<file path="src/rtl/sp_stat_pkg.sv">
package sp_stat_pkg;
  localparam int STAT_W  = 8;
  localparam int NFLAG   = STAT_W - 1;
  localparam int B_TXE   = 7;
  localparam int B_TXC   = 6;
  localparam int B_RXF   = 5;
  localparam int B_LIDL  = 4;
  localparam int B_OVR   = 3;
  localparam int B_NSE   = 2;
  localparam int B_FRM   = 1;
  localparam logic [STAT_W-1:0] STAT_RST = 8'hC0;
endpackage

</file>
<file path="src/rtl/sp_flag_cell.sv">
module sp_flag_cell #(
  parameter logic RST_VAL = 1'b0
) (
  input  logic clk,
  input  logic rst,
  input  logic set_ev,
  input  logic stat_rd,
  input  logic data_acc,
  output logic flag_q,
  output logic flag_nxt,
  output logic clr_hit
);
  logic arm_q;

  assign clr_hit  = arm_q & data_acc;
  assign flag_nxt = set_ev | (flag_q & ~clr_hit);

  always_ff @(posedge clk) begin
    if (rst) begin
      flag_q <= RST_VAL;
      arm_q  <= 1'b0;
    end else begin
      flag_q <= flag_nxt;
      if (data_acc)
        arm_q <= 1'b0;
      else if (stat_rd)
        arm_q <= arm_q | flag_q;
    end
  end

  AST_CLR_NEEDS_ARM: assert property (@(posedge clk) disable iff (rst)
    $fell(flag_q) |-> $past(arm_q && data_acc));
  AST_UNARMED_KEEPS: assert property (@(posedge clk) disable iff (rst)
    (data_acc && !arm_q && flag_q) |=> flag_q);
  AST_SET_WINS: assert property (@(posedge clk) disable iff (rst)
    set_ev |=> flag_q);
endmodule

</file>
<file path="src/rtl/sp_idle_gate.sv">
module sp_idle_gate (
  input  logic clk,
  input  logic rst,
  input  logic line_active,
  input  logic idle_cleared,
  output logic gate_open
);
  always_ff @(posedge clk) begin
    if (rst)
      gate_open <= 1'b1;
    else if (line_active)
      gate_open <= 1'b1;
    else if (idle_cleared)
      gate_open <= 1'b0;
  end

  AST_REARM_AFTER_ACTIVE: assert property (@(posedge clk) disable iff (rst)
    $rose(gate_open) |-> $past(line_active));
endmodule

</file>
<file path="src/rtl/sp_rx_hold.sv">
module sp_rx_hold #(
  parameter int DATA_W = 8
) (
  input  logic              clk,
  input  logic              rst,
  input  logic              load,
  input  logic [DATA_W-1:0] din,
  output logic [DATA_W-1:0] dout
);
  always_ff @(posedge clk) begin
    if (rst)
      dout <= '0;
    else if (load)
      dout <= din;
  end
endmodule

</file>
<file path="src/rtl/sp_status_ctrl.sv">
module sp_status_ctrl
  import sp_stat_pkg::*;
#(
  parameter int DATA_W = 8
) (
  input  logic              clk,
  input  logic              rst,
  input  logic              ev_tx_load,
  input  logic              ev_tx_end,
  input  logic              tx_en,
  input  logic              tx_pending,
  input  logic              ev_rx_ready,
  input  logic [DATA_W-1:0] rx_byte,
  input  logic              rx_noise,
  input  logic              rx_frame_err,
  input  logic              ev_line_idle,
  input  logic              rx_line_active,
  input  logic              bus_stat_rd,
  input  logic              bus_data_rd,
  input  logic              bus_data_wr,
  input  logic [NFLAG-1:0]  irq_en,
  output logic [STAT_W-1:0] status,
  output logic [DATA_W-1:0] rx_data,
  output logic              irq
);
  logic [STAT_W-1:0] flag_q, flag_nxt, set_vec, acc_vec, clr_vec;
  logic rx_xfer, idle_ok;

  assign rx_xfer = ev_rx_ready & ~flag_q[B_RXF];

  always_comb begin
    set_vec         = '0;
    set_vec[B_TXE]  = ev_tx_load;
    set_vec[B_TXC]  = ev_tx_end & (~tx_en | (flag_q[B_TXE] & ~tx_pending));
    set_vec[B_RXF]  = rx_xfer;
    set_vec[B_LIDL] = ev_line_idle & idle_ok;
    set_vec[B_OVR]  = ev_rx_ready & flag_q[B_RXF];
    set_vec[B_NSE]  = rx_xfer & rx_noise;
    set_vec[B_FRM]  = rx_xfer & rx_frame_err;
  end

  assign flag_q[0]   = 1'b0;
  assign flag_nxt[0] = 1'b0;
  assign acc_vec[0]  = 1'b0;
  assign clr_vec[0]  = 1'b0;

  for (genvar i = 1; i < STAT_W; i++) begin : g_flag
    assign acc_vec[i] = (i >= B_TXC) ? bus_data_wr : bus_data_rd;
    sp_flag_cell #(.RST_VAL(STAT_RST[i])) u_cell (
      .clk      (clk),
      .rst      (rst),
      .set_ev   (set_vec[i]),
      .stat_rd  (bus_stat_rd),
      .data_acc (acc_vec[i]),
      .flag_q   (flag_q[i]),
      .flag_nxt (flag_nxt[i]),
      .clr_hit  (clr_vec[i])
    );
  end

  sp_idle_gate u_gate (
    .clk          (clk),
    .rst          (rst),
    .line_active  (rx_line_active),
    .idle_cleared (clr_vec[B_LIDL]),
    .gate_open    (idle_ok)
  );

  sp_rx_hold #(.DATA_W(DATA_W)) u_hold (
    .clk  (clk),
    .rst  (rst),
    .load (rx_xfer),
    .din  (rx_byte),
    .dout (rx_data)
  );

  always_ff @(posedge clk) begin
    if (rst)
      irq <= 1'b0;
    else
      irq <= |(flag_nxt[STAT_W-1:1] & irq_en);
  end

  assign status = flag_q;

  AST_OVR_KEEPS_DATA: assert property (@(posedge clk) disable iff (rst)
    (ev_rx_ready && status[B_RXF]) |=> $stable(rx_data));
  AST_RXF_LOADS: assert property (@(posedge clk) disable iff (rst)
    (ev_rx_ready && !status[B_RXF]) |=> status[B_RXF]);
  AST_TXC_DISABLED: assert property (@(posedge clk) disable iff (rst)
    (ev_tx_end && !tx_en) |=> status[B_TXC]);
endmodule

</file>
<file path="config.mk">
export PLATFORM = sky130hd
export DESIGN_NAME = sp_status_ctrl
export DESIGN_NICKNAME = d
export VERILOG_FILES = /design/src/rtl/sp_stat_pkg.sv /design/src/rtl/sp_flag_cell.sv /design/src/rtl/sp_idle_gate.sv /design/src/rtl/sp_rx_hold.sv /design/src/rtl/sp_status_ctrl.sv
export SDC_FILE = /design/constraint.sdc
export NUM_CORES = 1
export LEC_CHECK = 0
export BUFFER_PORTS_ARGS = -buffer_cell sky130_fd_sc_hd__clkbuf_2
export CAP_MARGIN = 20
export CORE_ASPECT_RATIO = 0.8
export CORE_MARGIN = 5
export CORE_UTILIZATION = 49
export DETAILED_ROUTE_END_ITERATION = 12
export PLACE_DENSITY = 0.78
export SETUP_SLACK_MARGIN = 0.2
export SLEW_MARGIN = 30
export SYNTH_ARGS = -nofsm -noshare
export SYNTH_HDL_FRONTEND = slang
export SYNTH_HIERARCHICAL = 1
export SYNTH_SLANG_ARGS = --single-unit
</file>
<file path="constraint.sdc">
create_clock -name clk -period 2.52 [get_ports clk]
set_input_delay 0.126 -clock clk [delete_from_list [all_inputs] [get_ports clk]]
set_output_delay 0.126 -clock clk [all_outputs]
set_load 0.005 [all_outputs]
</file>
## Word level (Yosys, flattened, before mapping)

Index checks and enable logic that the tools add are counted.

- Bitwise operators: 47
- Reduce and logical (&&, ||, !) cells: 4

Operators by type and width:

| cell | count |
|---|---|
| 1-bit AND | 21 |
| 1-bit OR | 15 |
| 1-bit inverter | 10 |
| 7-bit AND | 1 |
| 7-bit OR reduction | 1 |
| 2-bit OR reduction | 3 |

- Flip-flop bits (word level): 24
- Bits of input ports: 29
- Logic and storage cells: 68

## Depth between registers and ports, before layout

- Depth after elaboration: 7
- Mapped depth: 6
- Gate-level depth less buffers: 6

## Modules after synthesis

The synthesis kept the hierarchy.

By module, submodules not included:

| module | instances | cells an instance | area each (µm²) | sequential area each (µm²) |
|---|---|---|---|---|
| sp_flag_cell at g_flag[1].u_cell ... | 5 | 10 | 93.8 | 40.0 |
| sp_rx_hold | 1 | 26 | 285.3 | 160.2 |
| sp_flag_cell at g_flag[6].u_cell ... | 2 | 8 | 75.1 | 40.0 |
| sp_status_ctrl | 1 | 14 | 107.6 | 20.0 |
| sp_idle_gate | 1 | 4 | 32.5 | 20.0 |

## Worst setup path after synthesis

Ideal clock, no wire load.

- Path type: register to register
- From: register g_flag[5].u_cell.flag_q
- To: register irq
- Library setup time: 0.131 ns
- Arrival: 1.178 ns
- Data required time: 2.389 ns
- Slack: 1.211 ns
- Stages on the path, launching flop included: 7
- Buffers on the path: 0
- Cell sequence: dfxtp_1 -> nor2b_1 -> and2_1 -> inv_1 -> o21ai_2 -> a222oi_1 -> a31oi_1

- Cells in the longest elaborated chain, start to end: 6
- Elaborated cells on any way between the ends: 12

Ends and longest elaborated chain:

| what | RTL line | source |
|---|---|---|
| start, declared | sp_flag_cell.sv:9 | `output logic flag_q,` |
| start signal, assigned | sp_flag_cell.sv:23 | `flag_q <= flag_nxt;` |
| 1-bit inverter | sp_status_ctrl.sv:29 | `assign rx_xfer = ev_rx_ready & ~flag_q[B_RXF];` |
| 1-bit AND | sp_status_ctrl.sv:29 |  |
| via rx_xfer | sp_status_ctrl.sv:27 | `logic rx_xfer, idle_ok;` |
| 1-bit AND | sp_status_ctrl.sv:39 | `set_vec[B_FRM] = rx_xfer & rx_frame_err;` |
| via set_vec[1] | sp_status_ctrl.sv:26 | `logic [STAT_W-1:0] flag_q, flag_nxt, set_vec, acc_vec, clr_vec;` |
| 1-bit OR | sp_flag_cell.sv:16 | `assign flag_nxt = set_ev \| (flag_q & ~clr_hit);` |
| via flag_nxt[1] | sp_status_ctrl.sv:26 |  |
| 7-bit AND | sp_status_ctrl.sv:81 | `irq <= \|(flag_nxt[STAT_W-1:1] & irq_en);` |
| 7-bit OR reduction | sp_status_ctrl.sv:81 |  |
| end signal, assigned | sp_status_ctrl.sv:81 |  |
| end, declared | sp_status_ctrl.sv:24 | `output logic irq` |

The timed path passes the listed nets, and every way through them passes these cells.
A chain may end at the register's enable or synchronous reset.

## Worst setup path in the final report

Same ends and word-level chain as after synthesis.

==> results by group <==
STA
  – Max Freq: 0.601 GHz
  – Clock skew: 0.00382 ns
  – Fin crit share: 66.0%
  – RSZ-0062 raised after global routing: false
  – Hold Fails Final Rpt: 0
  – Max-slew violation count: 0
  – Minimum clock period: 1.66 ns
  – Final WS setup: approximately 0.86 ns
  – Count of final setup violators: 0
  – Worst-Margin Slew: 0.580 ns
  – Final Hold Slack: ~0.031 ns
  – Max-slew headroom: 61.3%
  – Setup TNS: 0 ns

Placement
  – Pre-CTS setup slack: about 0.9 ns
  – Hpwl dp: 1.80 mm
  – Final Wtd Congestion: ~0.69
  – IO buf count: 44
  – Dpl cell area: 1270 um2

Route
  – WL met2: 1.16 mm
  – Uppermost layer routed: met3
  – Drt wl/cell: roughly 13 um
  – WL met1: 939 um
  – DRT iter0 DRCs: 18
  – Drt first pass iters: 6
  – Final Routed Wirelength: 2.25 mm
  – Via count: 886
  – WL met3: 143 um
  – DRC viols: 0
  – Via-to-Cell Ratio: 5.01
  – Final antenna-violating net count: 0

Global route
  – Initial antenna violation count: 0
  – GR Overflow Total: 0
  – Total global-route track usage: 15.9%
  – First-pass GRT wire length: ~3.7 mm
  – Largest net degree at the start of global routing: 30
  – Vias in the first global route: between 800 and 900

Setup path
  – Worst endpoint required time: between 2 and 3 ns
  – Setup crit end kind: register
  – Flop2flop setup slack: 0.86 ns
  – Max FO, Critical Path: 11
  – Worst setup SP type: register
  – Critical path class: reg -> reg
  – WP data arrival: ~1.8 ns

Clocking
  – TritonCTS buffer count: 3
  – # hold bufs at CTS: 0
  – Postcts setup bufs: 0
  – Clock root buffer: clkbuf_4
  – Clock tree sinks: 24
  – CTS tree: done
  – Cts repair resizes: 0
  – Clk pin slew, worst setup/hold paths: 0.11 ns
  – Maximum buffer depth of the clock tree: 2
  – CTS HTree Levels: 1
  – Clock latency on the worst-skew pair: 0.30 ns

Yosys
  – Avg Synthesized Cell Area: 9.60 um2
  – Syn Std Cell Area: between 1000 and 1500 um2
  – Synth Net Count: 137
  – Gate Count Post-Synth: 108
  – Ys Warns: 6

Final layout
  – Final nets: 184
  – Ant diodes: 0
  – Layout cells sized above 1: 42.5%
  – Filler Cell Count: 172
  – Post-route cell area: 1290 um2
  – Area Growth Syn to Fin: 24.8%

Min path
  – Hold Crit Class: in -> reg

Outcome
  – Status: finished, final reports clean

Floorplanning
  – IO Pins: 46
  – Die area: 3140 um2
  – Initial core utilization: approximately 53%
  – Core ar.: 1940 um2
  – # rows: 14
  – Die width: a little over 60 um
  – Die Y: 51.2 um

Power
  – Peak VDD IR: 0.000375 V
  – Design Power: about 700 uW
  – Leakage power: just over 0.6 nW
  – Power Density: 544 nW/um2

Run
  – Max Cap Violations: 0
cells in the final DEF (no fill, tap or decap):
cell / n
a222oi_1: 1
nor2_1: 9
a21oi_1: 7
a21boi_0: 1
buf_4: 1
clkbuf_4: 3
clkbuf_2: 44
a21o_2: 2
nor2b_1: 1
inv_1: 11
conb_1: 1
and2_4: 5
dfxtp_1: 24
nand2_1: 2
o21ai_2: 5
mux2i_1: 8
nand2b_1: 6
nor3_1: 7
a31oi_1: 1
o21ai_1: 1
a211o_1: 2
a22oi_1: 2
and2_1: 4
o22ai_2: 5
metal layers:
| layer | GRT usage (%) | up-vias |
|---|---|---|
| met3 | 5.54 | 0 |
| met5 | 0 | - |
| li1 | - | 457 |
| met1 | 19.8 | 404 |
| met2 | 26.9 | 25 |
| met4 | 2.12 | 0 |
final timing paths:
kind,startpoint,end,cells after the start
min,ev_tx_load,g_flag[7].u_cell/flag_q,2
min reg2reg,u_gate/gate_open,u_gate/gate_open,2
max reg2reg,g_flag[5].u_cell/flag_q,irq,7
max,g_flag[5].u_cell/flag_q,irq,7
where the power goes:
group | internal [mW] | total [mW] | switching (mW)
sequential | 0.402 | 0.417 | 0.0151
combinational | 0.0685 | 0.133 | 0.0641
clock | 0.0557 | 0.155 | 0.0989
total | 0.526 | 0.704 | 0.178
worst max-delay path, cell delays in order (launching register included):
cell and delay (ns):
dfxtp_1 0.44, nor2b_1 0.08, buf_4 0.19, and2_1 0.17, inv_1 0.09, o21ai_2 0.06, a222oi_1 0.38, a31oi_1 0.13
final cells by class:
class | count | area (um2) | share of cell area (%)
clock buffers | 3 | 22.5 | 1.74
inverters | 11 | 41.3 | 3.19
multi-input cells | 70 | 493 | 38.1
flip-flops and latches | 24 | 480 | 37.1
well taps | 24 | 30.0 | 2.32
repair buffers | 45 | 228 | 17.6
stage by stage:
| step | std cells | util [%] |
|---|---|---|
| 5_1_grt | 177 | 66.6 |
| 3_5_place_dp | 174 | 65.4 |
| 4_1_cts | 177 | 66.6 |
| 6_report | 177 | 66.6 |
| 2_1_floorplan | 108 | - |
| 3_3_place_gp | 174 | 65.4 |
flip-flops by register name, indices dropped and copies added (netlist names):
| name | cells |
|---|---|
| g_flag.u_cell/arm_q | 7 |
| g_flag.u_cell/flag_q | 7 |
| irq | 1 |
| u_gate/gate_open | 1 |
| u_hold/dout | 8 |
No activity file was read; power rests on OpenSTA's default activity.
